File: config.mk
export PLATFORM = sky130hd
export DESIGN_NAME = alu_top
export DESIGN_NICKNAME = d
export VERILOG_FILES = /design/src/rtl/alu_pkg.sv /design/src/rtl/alu_ctrl_decode.sv /design/src/rtl/alu_datapath.sv /design/src/rtl/alu_top.sv
export SDC_FILE = /design/constraint.sdc
export NUM_CORES = 1
export LEC_CHECK = 0
export ABC_AREA = 0
export BUFFER_PORTS_ARGS = -buffer_cell sky130_fd_sc_hd__buf_2
export CAP_MARGIN = 40
export CORE_MARGIN = 5
export CORE_UTILIZATION = 40
export DETAILED_ROUTE_END_ITERATION = 8
export GPL_TIMING_DRIVEN = 1
export PLACE_DENSITY = 0.66
export SETUP_SLACK_MARGIN = 0.4
export SYNTH_ARGS = -nofsm -noshare
export SYNTH_HDL_FRONTEND = slang
export SYNTH_SLANG_ARGS = --single-unit
File: constraint.sdc
create_clock -name vclk -period 20.5
set_input_delay 6.15 -clock vclk [all_inputs]
set_output_delay 6.15 -clock vclk [all_outputs]
set_load 0.1 [all_outputs]
File: src/rtl/alu_pkg.sv
package alu_pkg;

  localparam int unsigned OP_W    = 4;
  localparam int unsigned CLASS_W = 2;
  localparam int unsigned FUNCT_W = 6;

  typedef enum logic [OP_W-1:0] {
    OP_AND = 4'b0000,
    OP_OR  = 4'b0001,
    OP_ADD = 4'b0010,
    OP_SUB = 4'b0110,
    OP_SLT = 4'b0111
  } alu_op_e;

  typedef enum logic [CLASS_W-1:0] {
    CLS_MEM    = 2'b00,
    CLS_BRANCH = 2'b01,
    CLS_REG    = 2'b10,
    CLS_SPARE  = 2'b11
  } op_class_e;

  localparam logic [FUNCT_W-1:0] FN_ADD = 6'b100000;
  localparam logic [FUNCT_W-1:0] FN_SUB = 6'b100010;
  localparam logic [FUNCT_W-1:0] FN_AND = 6'b100100;
  localparam logic [FUNCT_W-1:0] FN_OR  = 6'b100101;
  localparam logic [FUNCT_W-1:0] FN_SLT = 6'b101010;

  typedef enum logic [1:0] {
    RES_SUM  = 2'd0,
    RES_AND  = 2'd1,
    RES_OR   = 2'd2,
    RES_LESS = 2'd3
  } res_sel_e;

  // Strobes from the decoder to the datapath
  typedef struct packed {
    logic     invertB;
    logic     carryIn;
    logic     ovfEnable;
    res_sel_e resSel;
  } alu_ctrl_t;

endpackage

File: src/rtl/alu_ctrl_decode.sv
module alu_ctrl_decode
  import alu_pkg::*;
(
  input  logic [CLASS_W-1:0] opClass,
  input  logic [FUNCT_W-1:0] funct,
  output logic [OP_W-1:0]    aluOp,
  output alu_ctrl_t          ctrl
);

  alu_op_e functOp;
  alu_op_e selOp;

  // Second level: only consulted for the register class
  always_comb begin
    unique case (funct)
      FN_ADD:  functOp = OP_ADD;
      FN_SUB:  functOp = OP_SUB;
      FN_AND:  functOp = OP_AND;
      FN_OR:   functOp = OP_OR;
      FN_SLT:  functOp = OP_SLT;
      default: functOp = OP_ADD;
    endcase
  end

  // First level: coarse class forces add or subtract
  always_comb begin
    unique case (op_class_e'(opClass))
      CLS_MEM:    selOp = OP_ADD;
      CLS_BRANCH: selOp = OP_SUB;
      CLS_REG:    selOp = functOp;
      default:    selOp = OP_ADD;
    endcase
  end

  // Strobes derived from the operation code
  always_comb begin
    ctrl = '{invertB: 1'b0, carryIn: 1'b0, ovfEnable: 1'b0, resSel: RES_SUM};
    unique case (selOp)
      OP_AND: ctrl.resSel = RES_AND;
      OP_OR:  ctrl.resSel = RES_OR;
      OP_ADD: ctrl.ovfEnable = 1'b1;
      OP_SUB: begin
        ctrl.invertB   = 1'b1;
        ctrl.carryIn   = 1'b1;
        ctrl.ovfEnable = 1'b1;
      end
      OP_SLT: begin
        ctrl.invertB = 1'b1;
        ctrl.carryIn = 1'b1;
        ctrl.resSel  = RES_LESS;
      end
      default: ctrl.resSel = RES_SUM;
    endcase
  end

  assign aluOp = selOp;

endmodule

File: src/rtl/alu_datapath.sv
module alu_datapath
  import alu_pkg::*;
#(
  parameter int unsigned WIDTH = 32
) (
  input  alu_ctrl_t          ctrl,
  input  logic [WIDTH-1:0]   operandA,
  input  logic [WIDTH-1:0]   operandB,
  output logic [WIDTH-1:0]   result,
  output logic               zero,
  output logic               overflow
);

  localparam int unsigned MSB = WIDTH - 1;

  logic [WIDTH-1:0] bSel;
  logic [WIDTH-1:0] sum;
  logic             rawOvf;
  logic             lessFlag;

  assign bSel = ctrl.invertB ? ~operandB : operandB;
  assign sum  = operandA + bSel + WIDTH'(ctrl.carryIn);

  // Signed overflow of the adder: like-signed inputs, differently signed sum
  assign rawOvf   = (operandA[MSB] == bSel[MSB]) && (sum[MSB] != operandA[MSB]);
  // True signed order, corrected for overflow of the subtraction
  assign lessFlag = sum[MSB] ^ rawOvf;

  always_comb begin
    unique case (ctrl.resSel)
      RES_AND:  result = operandA & operandB;
      RES_OR:   result = operandA | operandB;
      RES_LESS: result = {{(WIDTH-1){1'b0}}, lessFlag};
      default:  result = sum;
    endcase
  end

  assign overflow = ctrl.ovfEnable & rawOvf;
  assign zero     = (result == '0);

endmodule

File: src/rtl/alu_top.sv
module alu_top
  import alu_pkg::*;
#(
  parameter int unsigned WIDTH = 32
) (
  input  logic [1:0]       opClass,
  input  logic [5:0]       funct,
  input  logic [WIDTH-1:0] operandA,
  input  logic [WIDTH-1:0] operandB,
  output logic [3:0]       aluOp,
  output logic [WIDTH-1:0] result,
  output logic             zero,
  output logic             overflow
);

  alu_ctrl_t ctrl;

  alu_ctrl_decode ctrl_i (
    .opClass (opClass),
    .funct   (funct),
    .aluOp   (aluOp),
    .ctrl    (ctrl)
  );

  alu_datapath #(.WIDTH(WIDTH)) dp_i (
    .ctrl     (ctrl),
    .operandA (operandA),
    .operandB (operandB),
    .result   (result),
    .zero     (zero),
    .overflow (overflow)
  );

endmodule

==> results of run 1 <==
[worst min path at each step]
stage | end | startpoint | slack, ns
finish | overflow | operandA[31] | 12.90
global route | overflow | operandA[31] | 12.92
CTS | overflow | operandA[31] | 12.90
detailed placement | overflow | operandA[31] | 12.90
global placement | overflow | operandA[31] | 12.89
floorplan | result[25] | operandA[25] | 12.87
[cells in the final DEF, fill, tap and decap left out, drive strengths merged, types with 2 or more instances in the layout]
master  netlist  routed
ha           34      34
nand2        46      46
a21oi        39      39
o31ai         3       3
a211o         4       4
or3           3       3
o21ai        39      39
a2111o        2       2
a32o          2       2
nand3         7       7
a31o          2       2
xnor2        15      15
a21boi        2       2
nor4          8       8
o211a         2       2
and2          3       3
o21a          8       8
xor2         40      40
o211ai        4       4
a31oi         5       5
inv          14      14
buf          12     112
a221oi        4       4
o22ai         3       3
o21bai        2       2
or4           5       5
nor2         16      16
a211oi        8       8
a21o         12      12
nand3b        4       4
a22o          3       3
a22oi         2       2
nor3         23      23
nand4        13      13
nand2b        4       4
and3          5       5
maj3         28      28
nor2b         6       6
or4bb         2       2
[final cells by class]
type                       count  area [sq um]  area share (%)
tap                          105         131.4           3.405
multi-input combinational    426          3107           80.51
timing repair buffer         112         568.0           14.72
inverter                      14         52.55           1.362
[power groups by stage]
stage | combinational, mW | clock (mW) | sequential, mW
floorplan | 0.255 | 0 | 0
global placement | 0.309 | 0 | 0
detailed placement | 0.310 | 0 | 0
CTS | 0.311 | 0 | 0
global route | 0.329 | 0 | 0
finish | 0.312 | 0 | 0
[tightest hold or removal path: cells and delay by family]
| family | cells | cell delay [ns] |
|---|---|---|
| and+or+nand+nor | 1 | 0.09 |
| buffers and inverters | 2 | 0.44 |
| AOI/OAI and AO/OA | 1 | 0.07 |
[cells by family (layout without fill, tap and decap cells)]
family | count (synthesis) | in the layout | synth area share, %
buffers and inverters | 41 | 126 | 5.261
AOI/OAI and AO/OA | 154 | 154 | 31.49
and+or+nand+nor | 151 | 151 | 25.42
muxes | 2 | 2 | 0.6528
xor gates and xnor gates | 55 | 55 | 14.79
adders and majority gates | 63 | 63 | 22.27
other | 1 | 1 | 0.1151
[stage by stage]
stage / worst slack, ns / hold WS, ns / cells
after global placement: 3.016 / 12.89 / 657
after global routing: 2.509 / 12.92 / 657
after floorplan: 0.5582 / 12.87 / 467
after detailed placement: 2.879 / 12.90 / 657
after CTS: 2.874 / 12.90 / 657
final: 2.843 / 12.90 / 657
[per-layer routing]
metal | vias to the layer above | track usage (%) | routed length (microns)
li1 | 1936 | - | -
met1 | 1777 | 28.40 | 4851
met5 | - | 0 | 0
met4 | 0 | 1.658 | 99
met2 | 132 | 34.35 | 4839
met3 | 8 | 0.6254 | 687
==> out/metrics.cfg, run 1 <==
[status]
status = completed

[power_and_ir_drop]
powerDensity_nw_per_um2 = 80.83
p_int_uw = 73.73
p_sw_uw = 238.1
p_sw_share_pct = 76.36
p_total_uw = 311.9
p_leak_nw = 1.739
irDropWorstVdd_mv = 0.05789
combPwrFrac_pct = 100.0
clockPowerShare_pct = 0
seq_power_share_pct = 0

[drt]
dr.pass1.iters = 5
via_per_inst = 5.865
drt_iter0_drc = 202
num_vias = 3853
wl_per_cell_microns = 15.95
final_antenna_net_count = 0
drc = 0
drt_wl_total_mm = 10.48

[timing]
finalHoldViolCount = 0
drv_slew = 0
finalSetupViolCount = 0
fin_crit_ns = 17.66
tightest_slew_ns = 0.7311
grt_setup_unrepaired = false
max_slew_margin_pct = 51.26
finalCritPeriodShare_pct = 86.13
tns_ns = 0
max_freq_mhz = 56.63

[setup_path]
crit_arrival_ns = 11.51
crit_path_end_kind = output pin
crit_type = in -> out
cp_slowest_cell = o22ai_4
startpoint = opClass[0]
worstSetupStartpointType = input port
path_depth = 20
cp_cell_sequence = buf_2 > inv_1 > ha_1 > nand4bb_1 > o22ai_4 > buf_4 > xor2_1 > ha_1 > a21o_1 > a21oi_1 > nor2b_1 > or2_0 > or3_1 > a32o_1 > a2111o_1 > a211o_1 > nor4_1 > nand2_1 > nor3_2 > buf_2
critPathRequiredTime_ns = 14.35
slowest_delay_ns = 0.59
cpLargestDelayFamily = compound AO/OA/AOI/OAI gates
endpoint = zero
crit_buf_inv = 4
crit_fanout = 23

[logic_synthesis]
yosysUniqueCellTypes = 70
synth-seq-area-share_pct = 0
synth_common_cells = nand2_1 (46), xor2_1 (40), a21oi_1 (38)
netlist.top_cell.by_area = ha_1
synth_cells = 467
synth_area_sq_um = 3258
synth.net_count = 574
yosysTopAreaCellShare_pct = 13.06
yosysWarningCount = 0
synth.avg_cell_area_sq_um = 6.977
synthTopCellsByArea = ha_1 (13%), xor2_1 (11%), maj3_1 (8.6%), a21oi_1 (5.8%), nand2_1 (5.3%)
synthMostInstantiatedCell = nand2_1

[cells_and_area]
final_nets = 661
drive_gt1_share_pct = 23.19
areaGrowthSynthToFinish_pct = 18.43
seq_area_sq_um = 0
fillers = 861
seq_cell_count = 0
antenna-diode-count = 0
stdcell_area_sq_um = 3859
clock_buffer_count = 0
fin_util_pct = 47.68

[grt]
grt_overflow = 0
grt_max_degree = 46
antenna_found_initial = 0
grt_pass1_vias = 3610
grt_usage_pct = 19.84
grt_pass1_wl_mm = 17.11

[placed_design]
place_congestion = 0.9404
place_area_sq_um = 3859
dpl.hpwl_mm = 8.581
port_buffers = 109

[clock_network]
hold_buffers = 0
ctsResizeCount = 0
postCtsSetupBuffers = 0

[job]
drv_cap = 0

[floorplan]
core_sq_um = 8093
dieHeight_microns = 100.3
ios = 110
placementRows = 33
dieArea_sq_um = 10050
die_x_microns = 100.3
start_util_pct = 40.26

[hold_path]
min_path_type = in -> out
min_path_cells = 4

Power figures use the tool's default switching activity.
==> run 2: changes to the inputs <==
- clock period: 20.5 -> 20.2 ns (I/O delays scaled with it)
==> run 2 against run 1 <==
Cell count unchanged. Count of clock-buffer cells in the layout did not move. Die area did not move. Worst setup slack got worse by 0.071 ns. Non-clock buffer count unchanged. First-iteration DRC count decreased by 1.5%. Combinational power is 2% higher. Hold slack worse by 0.19 ns. Critical path type unchanged. Largest cell class unchanged.
==> out/metrics.cfg, run 2 (synthesis gave the netlist of run 1 again) <==
[status]
status = completed

[cells_and_area]
antenna-diode-count = 0
seq_cell_count = 0
fillers = 868
final_nets = 661
fin_util_pct = 47.68
areaGrowthSynthToFinish_pct = 18.43
final_cell_mix = buf_2 (109), nand2_1 (46), xor2_1 (40)
mostFrequentLayoutCell = buf_2
seq_area_sq_um = 0
clock_buffer_count = 0
drive_gt1_share_pct = 23.19
stdcell_area_sq_um = 3859

[setup_path]
crit_arrival_ns = 11.37
crit_type = in -> out
critPathRequiredTime_ns = 14.14
worstSetupStartpointType = input port
crit_fanout = 23
crit_path_end_kind = output pin

[drt]
routed-wl-met2_mm = 4.947
final_antenna_net_count = 0
drt_iter0_drc = 199
drt-met1-wl_mm = 4.797
top_layer = met4
wl_per_cell_microns = 16.13
num_vias = 3891
wl_met3_microns = 752
dr.pass1.iters = 4
via_per_inst = 5.922
drc = 0
drt_wl_total_mm = 10.60

[power_and_ir_drop]
p_total_uw = 316.7
powerDensity_nw_per_um2 = 82.08
irDropWorstVdd_mv = 0.05552
p_leak_nw = 1.739

[floorplan]
ios = 110
dieArea_sq_um = 10050
core_sq_um = 8093
dieHeight_microns = 100.3
die_x_microns = 100.3
start_util_pct = 40.26
placementRows = 33

[grt]
grt_max_degree = 46
antenna_found_initial = 0
grt_pass1_wl_mm = 16.95
grt_overflow = 0
grt_pass1_vias = 3630
grt_usage_pct = 19.68

[timing]
fin_crit_ns = 17.43
drv_slew = 0
finalCritPeriodShare_pct = 86.28
tightest_slew_ns = 0.7215
grt_setup_unrepaired = false
max_freq_mhz = 57.38
tns_ns = 0
max_slew_margin_pct = 51.90
finalHoldViolCount = 0
finalSetupViolCount = 0

[clock_network]
postCtsSetupBuffers = 0
hold_buffers = 0
ctsResizeCount = 0

[placed_design]
place_area_sq_um = 3859
place_congestion = 0.9404
port_buffers = 109
dpl.hpwl_mm = 8.584

[hold_path]
min_path_type = in -> out

[job]
drv_cap = 0

run 2: cell counts in the layout (fill, tap and decap cells not counted):
Identical to the previous run, type by type.
run 2: stage by stage:
step | worst slack [ns] | hold slack [ns] | std cells
global placement | 2.896 | 12.71 | 657
detailed placement | 2.766 | 12.71 | 657
global route | 2.380 | 12.75 | 657
finish | 2.772 | 12.71 | 657
CTS | 2.770 | 12.71 | 657
floorplan | 0.4382 | 12.69 | 467
run 2: final timing paths:
kind	startpoint	end	slack, ns	cells past startpoint
hold / removal	operandA[31]	overflow	12.71	4
setup / recovery	opClass[0]	zero	2.77	20
run 2: worst max-delay path, cell delays in order:
cell	delay, ns
buf_2	0.09
inv_1	0.04
ha_1	0.42
nand4bb_1	0.35
o22ai_4	0.59
buf_4	0.46
xor2_1	0.11
ha_1	0.40
a21o_1	0.23
a21oi_1	0.15
nor2b_1	0.07
or2_0	0.25
or3_1	0.32
a32o_1	0.28
a2111o_1	0.36
a211o_1	0.24
nor4_1	0.29
nand2_1	0.12
nor3_2	0.10
buf_2	0.44
run 2: power by group:
group	internal [mW]	leakage [nW]	switching, mW
combinational	0.0749	1.74	0.242
sequential	0	0	0
clock	0	0	0
total	0.0749	1.74	0.242
run 2: final cells by class:
type,instances,area [sq um],area share [%]
Tap cell,105,131.4,3.405
Timing Repair Buffer,112,568.0,14.72
Multi-Input combinational cell,426,3107,80.51
Inverter,14,52.55,1.362
run 2: routing by layer:
layer  GRT usage, %  vias up
met3         0.4170        8
met4          1.865        0
met5              0        -
met2          34.76      154
li1               -     1938
met1          27.64     1791
